File: src/rtl/vpa_pkg.sv
package vpa_pkg;

    localparam int VEC_W     = 8;
    localparam int NUM_VEC   = 1 << VEC_W;
    localparam int CLASS_LSB = 4;
    localparam int CLASS_W   = VEC_W - CLASS_LSB;
    localparam int SVR_W     = VEC_W + 1;

    typedef logic [VEC_W-1:0]   vec_t;
    typedef logic [NUM_VEC-1:0] map_t;
    typedef logic [CLASS_W-1:0] cls_t;

    typedef struct packed {
        logic found;
        vec_t idx;
    } hit_t;

    typedef struct packed {
        logic take;
        vec_t vec;
    } ack_dec_t;

    typedef enum logic [1:0] {
        RD_PEND  = 2'd0,
        RD_INSVC = 2'd1,
        RD_TRIG  = 2'd2,
        RD_CTRL  = 2'd3
    } rd_sel_e;

    function automatic cls_t class_of(input vec_t v);
        return v[VEC_W-1:CLASS_LSB];
    endfunction

    function automatic map_t onehot_of(input logic en, input vec_t v);
        map_t m;
        m    = '0;
        m[v] = en;
        return m;
    endfunction

endpackage

File: src/rtl/vpa_msb_finder.sv
module vpa_msb_finder #(
    parameter int N     = 256,
    localparam int IDX_W = $clog2(N)
) (
    input  logic [N-1:0]     bits,
    output logic             found,
    output logic [IDX_W-1:0] idx
);
    always_comb begin
        idx = '0;
        for (int i = 0; i < N; i++) begin
            if (bits[i]) idx = IDX_W'(i);
        end
        found = |bits;
    end
endmodule

File: src/rtl/vpa_bitmaps.sv
module vpa_bitmaps
    import vpa_pkg::*;
(
    input  logic clk,
    input  logic rst,
    input  logic init_req,
    input  logic set_en,
    input  vec_t set_vec,
    input  logic set_level,
    input  logic take_en,
    input  vec_t take_vec,
    input  logic retire_en,
    input  vec_t retire_vec,
    output map_t irr,
    output map_t isr,
    output map_t tmr
);
    map_t set_mask, take_mask, retire_mask;

    always_comb begin
        set_mask    = onehot_of(set_en, set_vec);
        take_mask   = onehot_of(take_en, take_vec);
        retire_mask = onehot_of(retire_en, retire_vec);
    end

    always_ff @(posedge clk) begin
        if (rst || init_req) begin
            irr <= '0;
            isr <= '0;
            tmr <= '0;
        end else begin
            irr <= (irr & ~take_mask) | set_mask;
            isr <= (isr & ~retire_mask) | take_mask;
            if (set_en) tmr[set_vec] <= set_level;
        end
    end
endmodule

File: src/rtl/vpa_resolver.sv
module vpa_resolver
    import vpa_pkg::*;
(
    input  hit_t           pend_hi,
    input  hit_t           svc_hi,
    input  vec_t           tpr,
    input  logic [SVR_W-1:0] svr,
    output vec_t           ppr,
    output logic           irq,
    output ack_dec_t       dec
);
    logic enabled;
    logic tpr_blocks;

    always_comb begin
        enabled = svr[SVR_W-1];

        if (!svc_hi.found || class_of(tpr) >= class_of(svc_hi.idx))
            ppr = tpr;
        else
            ppr = {class_of(svc_hi.idx), {CLASS_LSB{1'b0}}};

        irq = enabled && pend_hi.found &&
              ((ppr == '0) || (class_of(pend_hi.idx) > class_of(ppr)));

        tpr_blocks = (tpr != '0) && (pend_hi.idx <= tpr);

        if (!enabled || !pend_hi.found || tpr_blocks) begin
            dec.take = 1'b0;
            dec.vec  = svr[VEC_W-1:0];
        end else begin
            dec.take = 1'b1;
            dec.vec  = pend_hi.idx;
        end
    end
endmodule

File: src/rtl/vpa_readback.sv
module vpa_readback
    import vpa_pkg::*;
#(
    parameter int WORD_W = 32,
    localparam int NUM_WORDS = NUM_VEC / WORD_W,
    localparam int WSEL_W    = $clog2(NUM_WORDS)
) (
    input  map_t              irr,
    input  map_t              isr,
    input  map_t              tmr,
    input  logic [WORD_W-1:0] ctrl_word,
    input  rd_sel_e           sel,
    input  logic [WSEL_W-1:0] word,
    output logic [WORD_W-1:0] data
);
    logic [WORD_W-1:0] irr_w [NUM_WORDS];
    logic [WORD_W-1:0] isr_w [NUM_WORDS];
    logic [WORD_W-1:0] tmr_w [NUM_WORDS];

    for (genvar g = 0; g < NUM_WORDS; g++) begin : g_word
        assign irr_w[g] = irr[g*WORD_W +: WORD_W];
        assign isr_w[g] = isr[g*WORD_W +: WORD_W];
        assign tmr_w[g] = tmr[g*WORD_W +: WORD_W];
    end

    always_comb begin
        unique case (sel)
            RD_PEND:  data = irr_w[word];
            RD_INSVC: data = isr_w[word];
            RD_TRIG:  data = tmr_w[word];
            default:  data = ctrl_word;
        endcase
    end
endmodule

File: src/rtl/vpa_arbiter.sv
module vpa_arbiter
    import vpa_pkg::*;
#(
    parameter int WORD_W = 32,
    localparam int NUM_WORDS = NUM_VEC / WORD_W,
    localparam int WSEL_W    = $clog2(NUM_WORDS)
) (
    input  logic                clk,
    input  logic                rst,
    input  logic                init_req,
    input  logic                set_valid,
    input  logic [VEC_W-1:0]    set_vec,
    input  logic                set_level,
    input  logic                ack_req,
    output logic                ack_valid,
    output logic [VEC_W-1:0]    ack_vec,
    input  logic                eoi,
    input  logic                tpr_wr,
    input  logic [CLASS_W-1:0]  tpr_class,
    input  logic                svr_wr,
    input  logic [SVR_W-1:0]    svr_data,
    output logic                irq,
    output logic [VEC_W-1:0]    proc_prio,
    input  logic [1:0]          rd_sel,
    input  logic [WSEL_W-1:0]   rd_word,
    output logic [WORD_W-1:0]   rd_data
);
    localparam int CTRL_PAD = WORD_W - SVR_W - VEC_W;

    map_t             irr_map, isr_map, tmr_map;
    hit_t             pend_hi, svc_hi;
    vec_t             tpr_q;
    logic [SVR_W-1:0] svr_q;
    ack_dec_t         dec;
    logic             take_en;
    logic [WORD_W-1:0] ctrl_word;

    vpa_msb_finder #(.N(NUM_VEC)) u_pend_find (
        .bits(irr_map), .found(pend_hi.found), .idx(pend_hi.idx)
    );

    vpa_msb_finder #(.N(NUM_VEC)) u_svc_find (
        .bits(isr_map), .found(svc_hi.found), .idx(svc_hi.idx)
    );

    vpa_resolver u_resolve (
        .pend_hi(pend_hi), .svc_hi(svc_hi), .tpr(tpr_q), .svr(svr_q),
        .ppr(proc_prio), .irq(irq), .dec(dec)
    );

    assign take_en = ack_req && dec.take;

    vpa_bitmaps u_maps (
        .clk(clk), .rst(rst), .init_req(init_req),
        .set_en(set_valid), .set_vec(set_vec), .set_level(set_level),
        .take_en(take_en), .take_vec(dec.vec),
        .retire_en(eoi && svc_hi.found), .retire_vec(svc_hi.idx),
        .irr(irr_map), .isr(isr_map), .tmr(tmr_map)
    );

    always_ff @(posedge clk) begin
        if (rst) begin
            tpr_q     <= '0;
            svr_q     <= SVR_W'(9'h0FF);
            ack_valid <= 1'b0;
            ack_vec   <= '0;
        end else begin
            if (tpr_wr) tpr_q <= {tpr_class, {CLASS_LSB{1'b0}}};
            if (svr_wr) svr_q <= svr_data;
            ack_valid <= ack_req;
            if (ack_req) ack_vec <= dec.vec;
        end
    end

    assign ctrl_word = {{CTRL_PAD{1'b0}}, svr_q, tpr_q};

    vpa_readback #(.WORD_W(WORD_W)) u_read (
        .irr(irr_map), .isr(isr_map), .tmr(tmr_map), .ctrl_word(ctrl_word),
        .sel(rd_sel_e'(rd_sel)), .word(rd_word), .data(rd_data)
    );
endmodule

File: config.mk
export PLATFORM = sky130hd
export DESIGN_NAME = vpa_arbiter
export DESIGN_NICKNAME = d
export VERILOG_FILES = /design/src/rtl/vpa_pkg.sv /design/src/rtl/vpa_msb_finder.sv /design/src/rtl/vpa_bitmaps.sv /design/src/rtl/vpa_resolver.sv /design/src/rtl/vpa_readback.sv /design/src/rtl/vpa_arbiter.sv
export SDC_FILE = /design/constraint.sdc
export NUM_CORES = 2
export LEC_CHECK = 0
export ABC_AREA = 1
export BUFFER_PORTS_ARGS = -buffer_cell sky130_fd_sc_hd__buf_2
export CAP_MARGIN = 20
export CORE_MARGIN = 2
export CORE_UTILIZATION = 30
export DETAILED_ROUTE_END_ITERATION = 8
export GPL_ROUTABILITY_DRIVEN = 0
export PLACE_DENSITY = 0.41
export SLEW_MARGIN = 20
export SYNTH_ARGS = -nofsm -noshare
export SYNTH_HDL_FRONTEND = slang
export SYNTH_SLANG_ARGS = --single-unit
export TNS_END_PERCENT = 1
File: constraint.sdc
create_clock -name clk -period 15.3 [get_ports clk]
set_clock_uncertainty 0.15 [all_clocks]
set_input_delay 2.295 -clock clk [delete_from_list [all_inputs] [get_ports clk]]
set_output_delay 2.295 -clock clk [all_outputs]
set_load 0.03 [all_outputs]
After elaboration in Yosys (flattened, before gate mapping)
Index checks and enable logic that the tools add are counted.

storage, ports and cells
  flip-flop bits (word level) = 790
  output and inout bits = 50
  logic and storage cells = 579

operators by class
  order comparisons = 10
  eq/ne operators = 2
  mux-type cells = 529
  bitwise operators = 10
  reductions and logical operators = 21

operator list
  kind                number
  $mux 8              257
  $and 256x256->256   5
  $mux 7              128
  $not 256->256       2
  $or 256x256->256    2
  $reduce_or 256->1   2
  $mux 6              64
  $bmux 32 s3         3
  $bwmux 256          1
  $mux 32             6
  $mux 5              32
  $pmux 32 s3         1
  $mux 4              16
  $lt 8x9->1 const B  3
  $demux 1 s8         3
  $ge 8x1->1 const B  3
  $mux 3              8
  $mux 9              1
  $le 8x8->1          1
  $logic_and 1x1->1   8
  $logic_not 8->1     1
  $mux 2              4
  $reduce_bool 8->1   1
  $logic_or 1x1->1    5
  9 further kinds     15

Longest topological paths before layout
  word-level depth = 267
  mapped depth = 267

Modules after synthesis
A second synthesis with hierarchy kept.

unflattened totals
  cell total of the unflattened synthesis = 8518
  area total of the unflattened synthesis = 49223.5 um2

by module, submodules not included
  module          instances  cells an instance  area an instance (um2)  sequential area each (um2)
  vpa_bitmaps     1          4137               29733.5                 15374.7
  vpa_readback    1          2154               9301.4                  0.0
  vpa_msb_finder  2          990                4305.4                  0.0
  vpa_arbiter     1          126                874.6                   440.4
  vpa_resolver    1          121                703.2                   0.0

Worst setup path before layout
No wires, ideal clock.

  kind = reg-to-reg
  start point = register u_maps.irr[2]
  end point = register u_maps.irr[44]
  data arrival time = 12.267 ns
  required time = 15.018 ns
  setup slack = 2.751 ns
  cell stages (with the launch flop) = 267
  buffers on the path = 2
  cell sequence = dfxtp_1 -> inv_1 -> nand2_1 -> nand2_1 -> nand2_1 -> nand2_1 -> nand2_1 -> nand2_1 -> nand2_1 -> nand2_1 -> nand2_1 -> nand2_1 -> nand2_1 -> nand2_1 -> nand2_1 -> nand2_1 -> nand2_1 -> nand2_1 -> (+231 left out) -> nand2_1 -> nand2_1 -> nand2_1 -> nand2_1 -> nand2_1 -> nand2_1 -> nand3_1 -> nand2_1 -> nand2_2 -> buf_4 -> nand3_1 -> nand2_1 -> nand2_4 -> nor2_4 -> buf_2 -> nand3_1 -> nand2_1 -> a21oi_1

on the way
  cells in the longest elaborated chain, start to end = 266
  elaborated cells on any way between the ends = 271
  classes of those cells = order compare (3); mux (257); bitwise (4); reduce/logical (7)

ends and longest elaborated chain
  item                                                            line                  source
  from (decl)                                                     vpa_bitmaps.sv:14     output map_t irr,
  from (signal assigned)                                          vpa_bitmaps.sv:32     irr <= (irr & ~take_mask) | set_mask;
  $mux 2 (2 in series)                                            vpa_msb_finder.sv:12  if (bits[i]) idx = IDX_W'(i);
  $mux 3 (4 in series)                                            vpa_msb_finder.sv:12
  $mux 4 (8 in series)                                            vpa_msb_finder.sv:12
  $mux 5 (16 in series)                                           vpa_msb_finder.sv:12
  $mux 6 (32 in series)                                           vpa_msb_finder.sv:12
  $mux 7 (64 in series)                                           vpa_msb_finder.sv:12
  $mux 8 (128 in series)                                          vpa_msb_finder.sv:12
  $le 8x8->1                                                      vpa_resolver.sv:26    tpr_blocks = (tpr != '0) && (pend_hi.idx <= tpr);
  (+3 left out)                                                   -
  $lt 8x9->1 (implied by the code) or $ge 8x1->1 (tied branches)  vpa_pkg.sv:37         m[v] = en;
  $logic_and 1x1->1 (implied by the code)                         vpa_pkg.sv:37
  $mux 1 (implied by the code)                                    vpa_pkg.sv:37
  $demux 1 s8                                                     -
  $and 256x256->256 (no line) *                                   -
  $not 256->256 *                                                 vpa_bitmaps.sv:32
  $and 256x256->256 *                                             vpa_bitmaps.sv:32
  $or 256x256->256 *                                              vpa_bitmaps.sv:32

Every way passes the cells marked *; elsewhere a longest branch is shown, timed or not.
A chain may end at the register's enable or synchronous reset.

Worst setup path after layout
  start point = register u_maps.irr[2]
  end point = register u_maps.irr[81]

Same word-level chain as after synthesis.

==> summary by stage <==
Outcome
The run finished, with violations left. The checks that failed: negative setup slack.

Yosys
The cell count after synthesis came out at 7189. The synthesized flop and latch total is 790. The share of the Yosys chip area taken by registers is 36.1%.

Of the post-synthesis cell area, the dominant cell type holds 36.1%. By area the synthesized netlist is led by dfxtp_1, nand2_1, a21oi_1. The synthesized netlist contains 37 unique library cells. During synthesis, Yosys emitted a total of 0 warnings. The synthesized area per cell is 6.09 um^2. The biggest area contributor in the post-synthesis netlist is dfxtp_1. After synthesis the cells add up to 43800 um^2.

Timing
The top achievable clock speed is 0.0510 GHz. Setup repair after global routing could not meet its margin everywhere. In the post-route analysis, the smallest setup slack over all paths is -4.29 ns.

The hold slack is 0.304 ns. Setup violations remaining at the end of the flow were counted as 520. The post-layout minimum cycle time is 19.59 ns. In this run the tightest slew margin relative to its limit is 15.8%.

At the pin with the least slew margin, the transition time is 1.25 ns. The final critical path takes up 128% of the cycle. The max-slew violation count is 0. The final-report hold violation count is 0.

Drt
The number of optimization iterations in the first detailed-route pass is 6. The residual antenna-violating net count after detailed routing is 0. The count of routing violations after the opening detailed-route iteration is 5921. The number of DRC violations after detailed routing is 0. After detailed routing, the average wire length per cell comes to 27.5 um. Summed over all layers, the routed wires come to 257 mm. The final route contains 50700 vias.

The vias per cell is 5.42.

Die
The starting density of the core is 30.2%. Pin placement for this block handled 85 I/O pins. The die covers 149000 um^2. The standard-cell row count is 140. The floorplan step defined a core boundary enclosing 145000 um^2. The die width is 386 um.

In this run the vertical extent of the chip is 386 um.

CTS
The number of sinks on the clock net is 790. The clock passes through at most 3 buffers. The clock tree from TritonCTS is built. The number of buffers inserted during clock tree synthesis is 99.

The insertion delay to the later sink of the worst-skew pair is 0.74 ns. The clock transition time at the flip-flop clock pins of the worst setup and hold paths is 0.06 ns. The root buffer cell is clkbuf_16. The H-tree generated during clock tree synthesis spans 3 levels.

Power and ir drop
The worst ir drop on vdd is 90.6 uV. The power density normalized to cell area is 95.1 nW/um^2. The analysis attributes to cell leakage a power of 20.3 nW.

Worst setup path
By instance count, the cell type seen most on the critical path is nand2_2. Broken down by cell family, the worst path's largest delay share belongs to simple AND/OR/NAND/NOR gates. In this design, the stage delay of the slowest critical-path cell is 0.32 ns. STA classifies the critical path startpoint as a register.

The reg2reg setup slack is -4.29 ns. The slowest stage of the critical path is the dfxtp_2 cell. STA puts the critical path data arrival time at 20.04 ns.

The class of the most critical setup path is register to register. The required time of the critical path is 15.74 ns. The count of buffering cells on the critical path with inverters included is 6. Of all nets on the critical path, the largest fanout is 8. The nature of the critical path endpoint is a register.

Placed design
Input and output buffers added on the ports amount to 80. The worst setup slack before clock tree synthesis is -6.83 ns. The placed wire-length estimate after detailed placement is 188 mm.

Cells and area
The most common library cell in the layout ignoring fill and taps is nand2_1. Of the cells placed in the final design, the portion with a size suffix greater than 1 is 15.1%. The area overhead of the layout relative to synthesis is 25.3%. The post-layout net count is 7404.

In the layout the commonest cells are nand2_1, nor2_1, a21oi_1.

GRT
For this run, the total global-route usage over all layers was measured as 33.7%. The initial antenna violation count is 9. After global routing the overflow that remains totals 0. The first global-routing pass estimated 358 mm of wire. The maximum number of pins on one net before global-route repair is 170. The via count of the first global-routing pass came to 47000.

Worst hold path
The worst hold path belongs to the class register to register.

Job
The count of max-cap constraint violations is 0.
final cells by class:
type | instances | area [um^2]
multi-input cells | 5140 | 25300
diodes | 2 | 5.00
well taps | 1917 | 2400
fillers | 15900 | 90300
clock inverters | 31 | 403
inverters | 860 | 3250
flip-flops and latches | 790 | 15800
clock buffers | 147 | 2930
repair buffers | 466 | 4720
timing repair:
item	4_1_cts	5_1_grt
resized for setup	389	189
hold buffers	0	0
setup endpoints to repair	520	520
pin swaps	83	176
gates cloned	11	4
setup buffers	25	13
cell usage after synthesis (all sizes together):
cell type  count
a211o          1
a211oi         4
a21boi         4
a21oi        936
a2bb2oi        1
a31oi         10
buf           68
clkbuf       336
clkinv         1
conb           1
dfxtp        790
ha            12
inv          859
nand2       1567
nand3        452
nand3b         4
nand4         18
nor2        1164
nor3         156
nor4          12
o211ai        28
o21a           1
o21ai        680
o21bai        11
o221ai        44
o22ai         20
o31ai          6
or2            3
worst reg2reg max path, delay by kind of cell (launching register included):
family          cells  cell delay (ns)
simple gates      262            18.18
buf+inv             6             0.73
flops               1             0.32
compound gates      1             0.06
per-layer routing:
metal / share of wire, % / global-route usage [%] / routed length (um) / up-vias
met5: 0 / 0 / 0 / -
met4: 6.7 / 18.7 / 17200 / 0
met3: 7.8 / 5.11 / 20000 / 450
met2: 43 / 50.7 / 109000 / 2326
met1: 43 / 45.8 / 111000 / 24400
li1: - / - / - / 23500
where the power goes:
| group | total (W) | leakage, nW | internal (W) | switching (W) |
|---|---|---|---|---|
| combinational | 0.000647 | 12.3 | 0.000171 | 0.000476 |
| sequential | 0.00207 | 6.37 | 0.00206 | 0.00000972 |
| clock | 0.00250 | 1.64 | 0.00145 | 0.00105 |
worst paths after layout:
kind	startpoint	to	cells past startpoint
worst max-delay path	u_maps.irr[2]	u_maps.irr[81]	269
worst min-delay path	u_maps.tmr[37]	u_maps.tmr[37]	2
worst max register to register	u_maps.irr[2]	u_maps.irr[81]	269
worst min register to register	u_maps.tmr[37]	u_maps.tmr[37]	2
sequential cells by signal, indices dropped and copies added (netlist names):
register    flops
ack_valid       1
ack_vec         8
svr_q           9
tpr_q           4
u_maps.irr    256
u_maps.isr    256
u_maps.tmr    256
cell families after synthesis:
family / Yosys count / synth area share (%)
AO/OA/AOI/OAI: 1746 / 20.7
other: 1 / 0.00856
buffers and inverters: 1264 / 11.2
flip-flops: 790 / 36.1
adder cells (fa/ha/maj): 12 / 0.343
AND/OR/NAND/NOR: 3376 / 31.6
through the flow:
step | setup TNS, ns | power [W] | cell area, um^2 | utilization [%] | cells
2_1_floorplan | 0 | 0.00240 | 43800 | - | 7192
3_3_place_gp | -3496.66 | 0.00267 | 48300 | 33.3 | 9121
3_5_place_dp | -3433.65 | 0.00266 | 48400 | 33.3 | 9122
4_1_cts | -2271.55 | 0.00519 | 53900 | 37.1 | 9336
5_1_grt | -2904.87 | 0.00534 | 54900 | 37.8 | 9351
6_report | -2151.28 | 0.00522 | 54900 | 37.8 | 9353
Power figures use the tool's default switching activity.
